<file path="src/rtl/spcs_pkg.sv">
package spcs_pkg;
   typedef enum logic [3:0] {
      ST_READ, ST_UNL1, ST_UNL2,
      ST_VSET, ST_VOP, ST_VEXIT,
      ST_LSET, ST_LOP, ST_LEXIT
   } seq_state_t;

   typedef enum logic [1:0] {RM_ARRAY, RM_VOL, RM_LOCK} rd_mode_t;

   localparam logic [11:0] ADR_FIRST  = 12'hAAA;
   localparam logic [11:0] ADR_SECOND = 12'h555;
   localparam logic [7:0]  D_UNL1   = 8'hAA;
   localparam logic [7:0]  D_UNL2   = 8'h55;
   localparam logic [7:0]  D_VOLSET = 8'hE0;
   localparam logic [7:0]  D_LCKSET = 8'h50;
   localparam logic [7:0]  D_OP     = 8'hA0;
   localparam logic [7:0]  D_EXIT   = 8'h90;
   localparam logic [7:0]  D_ZERO   = 8'h00;
   localparam logic [7:0]  D_ONE    = 8'h01;
   localparam logic [7:0]  D_PROT   = 8'h00;
   localparam logic [7:0]  D_UNPROT = 8'h01;
   localparam logic [7:0]  D_ARRAY  = 8'hFF;
endpackage

</file>
<file path="src/rtl/spcs_seq.sv">
module spcs_seq
   import spcs_pkg::*;
#(
   parameter int CMD_W = 16
) (
   input  logic             clk,
   input  logic             rst_n,
   input  logic             wr_en,
   input  logic [CMD_W-1:0] cmd_addr,
   input  logic [7:0]       wdata,
   output logic             vol_set,
   output logic             vol_clr,
   output logic             lock_set,
   output rd_mode_t         rd_mode
);
   localparam logic [CMD_W-1:0] A_FIRST  = CMD_W'(ADR_FIRST);
   localparam logic [CMD_W-1:0] A_SECOND = CMD_W'(ADR_SECOND);

   seq_state_t st, nxt;
   logic at_first, at_second;

   assign at_first  = (cmd_addr == A_FIRST);
   assign at_second = (cmd_addr == A_SECOND);

   always_comb begin
      nxt      = st;
      vol_set  = 1'b0;
      vol_clr  = 1'b0;
      lock_set = 1'b0;
      if (wr_en) begin
         case (st)
            ST_READ:  if (at_first && wdata == D_UNL1) nxt = ST_UNL1;
            ST_UNL1:  nxt = (at_second && wdata == D_UNL2) ? ST_UNL2 : ST_READ;
            ST_UNL2: begin
               if (at_first && wdata == D_VOLSET)      nxt = ST_VSET;
               else if (at_first && wdata == D_LCKSET) nxt = ST_LSET;
               else                                    nxt = ST_READ;
            end
            ST_VSET: begin
               if (wdata == D_OP)        nxt = ST_VOP;
               else if (wdata == D_EXIT) nxt = ST_VEXIT;
            end
            ST_VOP: begin
               nxt     = ST_VSET;
               vol_set = (wdata == D_ZERO);
               vol_clr = (wdata == D_ONE);
            end
            ST_VEXIT: nxt = (wdata == D_ZERO) ? ST_READ : ST_VSET;
            ST_LSET: begin
               if (wdata == D_OP)        nxt = ST_LOP;
               else if (wdata == D_EXIT) nxt = ST_LEXIT;
            end
            ST_LOP: begin
               nxt      = ST_LSET;
               lock_set = (wdata == D_ZERO);
            end
            ST_LEXIT: nxt = (wdata == D_ZERO) ? ST_READ : ST_LSET;
            default:  nxt = ST_READ;
         endcase
      end
   end

   always_ff @(posedge clk or negedge rst_n) begin
      if (!rst_n) st <= ST_READ;
      else        st <= nxt;
   end

   always_comb begin
      case (st)
         ST_VSET, ST_VOP, ST_VEXIT: rd_mode = RM_VOL;
         ST_LSET, ST_LOP, ST_LEXIT: rd_mode = RM_LOCK;
         default:                   rd_mode = RM_ARRAY;
      endcase
   end

   assert_break_R3: assert property (@(posedge clk) disable iff (!rst_n)
      (st == ST_UNL1 && wr_en && !(at_second && wdata == D_UNL2)) |=> rd_mode == RM_ARRAY);
   assert_entry_R2: assert property (@(posedge clk) disable iff (!rst_n)
      (st == ST_UNL2 && wr_en && at_first && wdata == D_VOLSET) |=> rd_mode == RM_VOL);
   assert_exit_R9: assert property (@(posedge clk) disable iff (!rst_n)
      ((st == ST_VEXIT || st == ST_LEXIT) && wr_en && wdata == D_ZERO) |=> rd_mode == RM_ARRAY);
   assert_one_cmd_R6: assert property (@(posedge clk) disable iff (!rst_n)
      $onehot0({vol_set, vol_clr, lock_set}));
endmodule

</file>
<file path="src/rtl/spcs_bits.sv">
module spcs_bits #(
   parameter int SECT_BITS = 3,
   localparam int NUM_SECT = 1 << SECT_BITS
) (
   input  logic                 clk,
   input  logic                 rst_n,
   input  logic                 vol_set,
   input  logic                 vol_clr,
   input  logic                 lock_set,
   input  logic [SECT_BITS-1:0] sect_sel,
   output logic [NUM_SECT-1:0]  prot,
   output logic                 lock_q
);
   for (genvar i = 0; i < NUM_SECT; i++) begin : g_sect
      logic hit;
      assign hit = (sect_sel == SECT_BITS'(i));
      always_ff @(posedge clk or negedge rst_n) begin
         if (!rst_n)              prot[i] <= 1'b0;
         else if (hit && vol_set) prot[i] <= 1'b1;
         else if (hit && vol_clr) prot[i] <= 1'b0;
      end
   end

   always_ff @(posedge clk or negedge rst_n) begin
      if (!rst_n)        lock_q <= 1'b0;
      else if (lock_set) lock_q <= 1'b1;
   end

   assert_set_R4: assert property (@(posedge clk) disable iff (!rst_n)
      vol_set |=> prot[$past(sect_sel)]);
   assert_clr_R5: assert property (@(posedge clk) disable iff (!rst_n)
      vol_clr |=> !prot[$past(sect_sel)]);
   assert_hold_R6: assert property (@(posedge clk) disable iff (!rst_n)
      !(vol_set || vol_clr) |=> $stable(prot));
   assert_lock_sticky_R8: assert property (@(posedge clk) disable iff (!rst_n)
      lock_q |=> lock_q);
endmodule

</file>
<file path="src/rtl/spcs_rd.sv">
module spcs_rd
   import spcs_pkg::*;
#(
   parameter int SECT_BITS = 3,
   localparam int NUM_SECT = 1 << SECT_BITS
) (
   input  logic                 clk,
   input  logic                 rst_n,
   input  logic                 rd_en,
   input  rd_mode_t             rd_mode,
   input  logic [NUM_SECT-1:0]  prot,
   input  logic                 lock_q,
   input  logic [SECT_BITS-1:0] sect_sel,
   output logic [7:0]           rd_data
);
   logic [7:0] rd_nxt;

   always_comb begin
      case (rd_mode)
         RM_VOL:  rd_nxt = prot[sect_sel] ? D_PROT : D_UNPROT;
         RM_LOCK: rd_nxt = lock_q ? D_PROT : D_UNPROT;
         default: rd_nxt = D_ARRAY;
      endcase
   end

   always_ff @(posedge clk or negedge rst_n) begin
      if (!rst_n)     rd_data <= D_ARRAY;
      else if (rd_en) rd_data <= rd_nxt;
   end

   assert_status_code_R7: assert property (@(posedge clk) disable iff (!rst_n)
      (rd_en && rd_mode == RM_VOL) |=> (rd_data == D_PROT || rd_data == D_UNPROT));
   assert_array_read_R9: assert property (@(posedge clk) disable iff (!rst_n)
      (rd_en && rd_mode == RM_ARRAY) |=> rd_data == D_ARRAY);
   assert_rd_hold_R7: assert property (@(posedge clk) disable iff (!rst_n)
      !rd_en |=> $stable(rd_data));
endmodule

</file>
<file path="src/rtl/sect_prot_seq.sv">
module sect_prot_seq
   import spcs_pkg::*;
#(
   parameter int ADDR_W   = 19,
   parameter int SECT_LSB = 16,
   localparam int SECT_BITS = ADDR_W - SECT_LSB,
   localparam int NUM_SECT  = 1 << SECT_BITS
) (
   input  logic                clk,
   input  logic                rst_n,
   input  logic [ADDR_W-1:0]   addr,
   input  logic [7:0]          wdata,
   input  logic                wr_en,
   input  logic                rd_en,
   output logic [7:0]          rd_data,
   output logic [NUM_SECT-1:0] wp
);
   if (SECT_LSB < 12) begin : g_bad_lsb
      $error("SECT_LSB must leave room for the 12-bit unlock addresses");
   end
   if (SECT_BITS < 1 || SECT_BITS > 10) begin : g_bad_sect
      $error("sector field width must be 1 to 10 bits");
   end

   logic                 vol_set, vol_clr, lock_set, lock_q;
   logic [SECT_BITS-1:0] sect_sel;
   rd_mode_t             rd_mode;

   assign sect_sel = addr[ADDR_W-1:SECT_LSB];

   spcs_seq #(.CMD_W(SECT_LSB)) u_seq (
      .clk(clk), .rst_n(rst_n), .wr_en(wr_en),
      .cmd_addr(addr[SECT_LSB-1:0]), .wdata(wdata),
      .vol_set(vol_set), .vol_clr(vol_clr), .lock_set(lock_set),
      .rd_mode(rd_mode)
   );

   spcs_bits #(.SECT_BITS(SECT_BITS)) u_bits (
      .clk(clk), .rst_n(rst_n), .vol_set(vol_set), .vol_clr(vol_clr),
      .lock_set(lock_set), .sect_sel(sect_sel), .prot(wp), .lock_q(lock_q)
   );

   spcs_rd #(.SECT_BITS(SECT_BITS)) u_rd (
      .clk(clk), .rst_n(rst_n), .rd_en(rd_en), .rd_mode(rd_mode),
      .prot(wp), .lock_q(lock_q), .sect_sel(sect_sel), .rd_data(rd_data)
   );

   assert_no_change_in_read_R9: assert property (@(posedge clk) disable iff (!rst_n)
      (rd_mode == RM_ARRAY) |=> $stable(wp));
endmodule

</file>
<file path="config.mk">
export PLATFORM = sky130hd
export DESIGN_NAME = sect_prot_seq
export DESIGN_NICKNAME = d
export VERILOG_FILES = /design/src/rtl/spcs_pkg.sv /design/src/rtl/spcs_seq.sv /design/src/rtl/spcs_bits.sv /design/src/rtl/spcs_rd.sv /design/src/rtl/sect_prot_seq.sv
export SDC_FILE = /design/constraint.sdc
export NUM_CORES = 1
export LEC_CHECK = 0
export BUFFER_PORTS_ARGS = -buffer_cell sky130_fd_sc_hd__buf_2
export CAP_MARGIN = 15
export CORE_ASPECT_RATIO = 0.75
export CORE_MARGIN = 4
export CORE_UTILIZATION = 48
export CTS_CLUSTER_SIZE = 16
export DETAILED_ROUTE_END_ITERATION = 8
export PLACE_DENSITY = 0.76
export SLEW_MARGIN = 20
export SYNTH_ARGS = -nofsm -noshare
export SYNTH_HDL_FRONTEND = slang
export SYNTH_SLANG_ARGS = --single-unit
</file>
<file path="constraint.sdc">
create_clock -name clk -period 2.4 [get_ports clk]
set_input_delay 0.36 -clock clk [delete_from_list [all_inputs] [get_ports clk]]
set_output_delay 0.36 -clock clk [all_outputs]
set_load 0.05 [all_outputs]
</file>
* Word level (Yosys, flattened, before mapping)
Index checks and enable logic that the tools add are counted.
Storage, ports and cells: register bits 21, input bits 31
Operators by class: $lt $le $gt $ge 1, equality and inequality tests 29, multiplexer cells 39, reductions and logical operators 34
Operators with widths (number):
- 4-bit one-hot mux with 9 select lines | 1
- 8-bit == test, second input constant | 4
- 1-bit two-way mux | 25
- 4-bit two-way mux | 6
- 1-bit logical AND | 20
- 16-bit by 11-bit == test with 1-bit output, second input constant | 1
- 16-bit by 12-bit == test with 1-bit output, second input constant | 1
- 4-bit by 3-bit == test with 1-bit output, second input constant | 4
- 8-bit by 7-bit == test with 1-bit output, second input constant | 2
- 8-bit one-hot mux with 2 select lines | 1
- 2-bit nonzero test | 8
- 3-bit == test, second input constant | 4
- 4-bit by 2-bit == test with 1-bit output, second input constant | 2
- 8-bit by 1-bit == test with 1-bit output, second input constant | 1
- 8-bit logical NOT | 1
- 3-bit by 2-bit == test with 1-bit output, second input constant | 2
- 3-bit two-way mux | 2
- 3-bit by 1-bit != test with 1-bit output, second input constant | 2
- 3-bit OR reduction | 2
- 4-bit by 1-bit == test with 1-bit output, second input constant | 1
- 4-bit == test, second input constant | 1
- 4-bit logical NOT | 1
- 3-bit by 4-bit < comparator with 1-bit output, second input constant | 1
- 2-bit two-way mux | 2
- other kinds (8) | 8

* Longest topological paths before layout
depth in word-level cells 6, depth in mapped cells 8, depth with buffers taken out 7

* Hierarchy
A second synthesis with hierarchy kept.
Second synthesis, totals: cells, all modules 140, area, all modules 1292.5 µm²
Modules (own cells, without submodules):
- spcs_seq | instances 1, cells each 81, area each 633.1 µm², sequential area each 100.1 µm²
- spcs_bits | instances 1, cells each 35, area each 424.2 µm², sequential area each 225.2 µm²
- spcs_rd | instances 1, cells each 24, area each 235.2 µm², sequential area each 52.6 µm²

* Least setup slack after synthesis
Ideal clock, no wire load.
path type register to register, start point register u_seq.st[0], end point register u_rd.rd_data[0], arrival time 1789 ps, required time 2314 ps, setup slack 525 ps, stages on the path, launching flop included 8, buffers on the path 1, clock period less this slack 1875 ps, cells stage by stage dfrtp_1 > clkbuf_1 > nor2b_1 > mux2i_1 > or2_2 > ha_1 > a221oi_1 > a21oi_1
Between the ends: cells in the longest elaborated chain, start to end 5, elaborated cells on any way between the ends 12, classes of those cells eq/ne: 8; mux: 2; reduce/logical: 2
Ends and longest elaborated chain:
- start, declared | line spcs_seq.sv:19 | seq_state_t st, nxt;
- start signal, assigned | line spcs_seq.sv:65 | else st <= nxt;
- 4-bit by 3-bit == test with 1-bit output, or another cell as far along | line spcs_seq.sv:69 | case (st)
- 3-bit OR reduction | line spcs_seq.sv:69
- 2-bit one-hot mux with 2 select lines (*) | line spcs_seq.sv:69
- 2-bit == test / 2-bit by 1-bit == test with 1-bit output (equally long branches) | line spcs_rd.sv:19 | case (rd_mode)
- 8-bit one-hot mux with 2 select lines (*) | line spcs_rd.sv:19
- end signal, assigned | line spcs_rd.sv:28 | else if (rd_en) rd_data <= rd_nxt;
- end, declared | line spcs_rd.sv:14 | output logic [7:0] rd_data
Every way passes the cells marked *; elsewhere a longest branch is shown, timed or not. A chain may end at the register's enable or synchronous reset.

* Worst setup path in the final report
start point register u_seq.st[0], end point register u_bits.prot[3]
Between the ends: cells in the longest elaborated chain, start to end 5, elaborated cells on any way between the ends 9, classes of those cells eq/ne: 1; mux: 5; reduce/logical: 3
Ends and longest elaborated chain:
- 4-bit by 3-bit == test with 1-bit output (*) | line spcs_seq.sv:31 | case (st)
- 1-bit two-way mux | line spcs_seq.sv:31
- 1-bit two-way mux | line spcs_seq.sv:30 | if (wr_en) begin
- 1-bit logical AND, on equally long branches | line spcs_bits.sv:19, spcs_bits.sv:20
- 1-bit two-way mux / 2-bit nonzero test (equally long branches)
- end signal, assigned by index | line spcs_bits.sv:18 | if (!rst_n) prot[i] <= 1'b0;
- end signal, assigned by index | line spcs_bits.sv:19 | else if (hit && vol_set) prot[i] <= 1'b1;
- end signal, assigned by index | line spcs_bits.sv:20 | else if (hit && vol_clr) prot[i] <= 1'b0;
- end, declared | line spcs_bits.sv:11 | output logic [NUM_SECT-1:0] prot,
Marks and branches as above.

==> key figures <==
Layout
  – Register area: 378 um2
  – Fill count: 204
  – Nets: 211
  – Share of layout cells above drive strength 1: 37.9%
  – Most frequent cells in the layout: buf_2, o21ai_0, dfrtp_1
  – ANT cells: 0
  – Final Util: 62.7%
  – Layout area overhead: 23.9%
  – Area occupied by multi-input gates: 717 um2
  – Post-route non-filler standard cell count: 211
  – Commonest non-fill, non-tap cell in the layout: buf_2
  – Final instance area: 1450 um2

Power and ir drop
  – IR drop worst, VDD: 0.000246 V
  – Leak: 0.624 nW
  – Total chip power: 523 uW
  – Pwr/cell area: 362 nW/um2

Critical path
  – Critical Path Start: u_seq.st[0]
  – Worst Setup Start Kind: flip-flop
  – Crit path DAT: 2.25 ns
  – Worst stage delay on the critical path: 0.62 ns
  – Reg-to-reg critical path startpoint: u_seq.st[0]
  – Critical Path RT: 2.57 ns
  – Max FO, Critical Path: 10
  – CP Buf/Inv Count: 0
  – Most frequent CP cell: o21ai_0
  – Critical Path Sink Type: flip-flop
  – CP top delay family: simple AND/OR/NAND/NOR gates
  – CP max stage cell: or4b_1
  – Crit-path cells: or4b_1 -> nor3b_1 -> nand4_1 -> o21ai_0 -> o21ai_0
  – Kind of critical path: reg -> reg

Flow run
  – Max-cap violations: 0

Floorplanning
  – # rows: 15
  – Die X: 64.9 um
  – Core area: 2310 um2
  – Die Area: 3290 um2
  – Initial Utilization: 50.6%
  – Die Ht: 50.7 um
  – I/O pin cnt: 47

Min path
  – Hold Crit Class: in -> reg
  – Min-Delay Startpoint: rd_en

Timing
  – Final setup margin: 0.316 ns
  – Slew HR: 63.4%
  – Final period util: 86.8%
  – Total Neg Setup Slack: 0 ns
  – Final setup fails: 0
  – Hold WS: 0.246 ns
  – Hold Fails Final Rpt: 0
  – Peak Freq: 480 MHz
  – Pins Over Slew Limit: 0
  – RSZ-0062 raised after global routing: no
  – Crit path time final: 2.08 ns
  – Actual slew at the worst max-slew pin: 0.544 ns
  – Clock Skews: 0.00481 ns

Placement
  – Pre-CTS WS: 0.356 ns
  – GP Congestion: 0.892
  – Placed cell area: 1410 um2
  – Input/output buffers: 46
  – HPWL Detailed: 2.75 mm
  – Placed insts: 206

Synthesis
  – Simple-Gate Fraction of Synth Area: 35.0%
  – Largest family of logic cells by synthesized area: simple AND/OR/NAND/NOR gates
  – Synth Area in Adders: 2.14%
  – Ys Warns: 0
  – Netlist cell types: 44
  – Compound-Gate Fraction of Synth Area: 16.9%
  – Synth Cell Area: 1170 um2
  – Multiplexer share of the synthesized area: 6.54%
  – Syn_nets: 164
  – Synth Register Bits: 15
  – Register area share after synthesis: 32.4%
  – Synthesized instance count: 131
  – Xor and xnor area share after synthesis: 0.750%
  – Avg Cell Area, Syn: 8.91 um2

Detailed routing
  – Initial DRC count: 117
  – DRT antenna net count: 0
  – DRC viols: 0
  – Vias/cell: 5.83
  – DRT Wirelength: 3.30 mm
  – Routed len/inst: 15.6 um
  – Via count: 1230
  – DRT Pass-1 Iters: 5

Clock network
  – Post-cts resize count: 0
  – Max Root-Sink Buffers: 2
  – Total CTS buffers: 3
  – Root Driver: clkbuf_4
  – Clk pin slew, worst setup/hold paths: 0.09 ns
  – H-tree depth: 1
  – Total clock sinks: 15
  – Clock latency on the worst-skew pair: 0.29 ns
  – CTS tree: built

Status
  – Status: completed

GRT
  – Gr usage total: 22.1%
  – Global routing usage on met2: 35.8%
  – Grt met1 use: 29.2%
  – Grt ovf: 0
  – Largest net degree at the start of global routing: 16
  – Initial antenna violation count: 0
  – Global-route wire length before repair: 5.58 mm
  – Met3 Track Usage GR: 5.59%
  – Vias in the first global route: 1199
  – Most used routing layer: met2
-- synthesized netlist by cell type (all sizes together) --
master	count	area, um2
and4b	2	20.0
nand3b	3	22.5
inv	5	18.8
a211oi	2	15.0
or4b	1	10.0
mux2	1	11.3
nor3b	3	22.5
a221oi	1	8.76
or2	2	12.5
or3	2	12.5
a31oi	1	6.26
dfstp	2	52.6
nand2b	5	31.3
ha	2	25.0
a21oi	1	5.00
nor4b	3	32.5
a22oi	1	12.5
nor2b	3	18.8
nand2	9	33.8
o211ai	1	7.51
and2	1	6.26
a31o	1	8.76
nand4b	1	8.76
nor4bb	4	40.0
mux2i	2	20.0
xnor2	1	8.76
dfrtp	13	325
o22ai	2	12.5
buf	7	50.0
nand3	2	10.0
nand4	6	37.5
nor3	5	30.0
o21bai	1	7.51
nor2	5	18.8
or4	2	22.5
mux4	2	45.0
nor4	3	18.8
clkbuf	1	3.75
o21ai	22	114
-- final timing paths --
check | to | slack, ns | depth (start not counted)
worst min register to register | u_bits.lock_q | 0.48 | 2
min in group asynchronous | u_bits.lock_q | 0.49 | 2
worst min-delay path | u_rd.rd_data[0] | 0.25 | 2
max in group asynchronous | u_rd.rd_data[0] | 1.61 | 2
worst max-delay path | u_bits.prot[3] | 0.32 | 5
worst max register to register | u_bits.prot[3] | 0.32 | 5
-- cell type report --
| cell class | count | area share [%] |
|---|---|---|
| clock buffer | 3 | 1.56 |
| clock inverter | 1 | 0.346 |
| inverter | 5 | 1.30 |
| multi-input combinational | 103 | 49.6 |
| sequential | 15 | 26.1 |
| tap | 34 | 2.94 |
| timing repair buffer | 50 | 18.2 |
-- worst register-to-register path: stages, from the launching register on --
cell and delay (ns):
dfrtp_1 0.49, or4b_1 0.62, nor3b_1 0.28, nand4_1 0.22
o21ai_0 0.24, o21ai_0 0.11
-- metal layers --
layer	vias up	wire, um
li1	594	-
met1	578	1450
met2	54	1580
met3	4	235
met4	0	36
met5	-	0
-- where the power goes --
| group | internal (mW) | switching, mW | leakage, nW |
|---|---|---|---|
| clock | 0.0620 | 0.0841 | 0.0177 |
| combinational | 0.0533 | 0.0569 | 0.409 |
| sequential | 0.257 | 0.0104 | 0.197 |
-- what timing repair did --
item / in CTS / in global routing
buffers inserted: 0 / 0
hold endpoints to repair: 13 / 0
hold buffers: 1 / 0
-- sequential cells by signal (all words and copies together) (netlist names) --
signal,count
u_bits.prot,8
u_seq.st,4
u_rd.rd_data,2
u_bits.lock_q,1
-- kinds of logic after synthesis --
group,Yosys count
xor gates and xnor gates,1
AOI/OAI and AO/OA,33
DFF,15
buffers and inverters,13
adders and majority gates,2
and+or+nand+nor,62
muxes,5
Note: power is estimated with default switching activity, not from simulation.
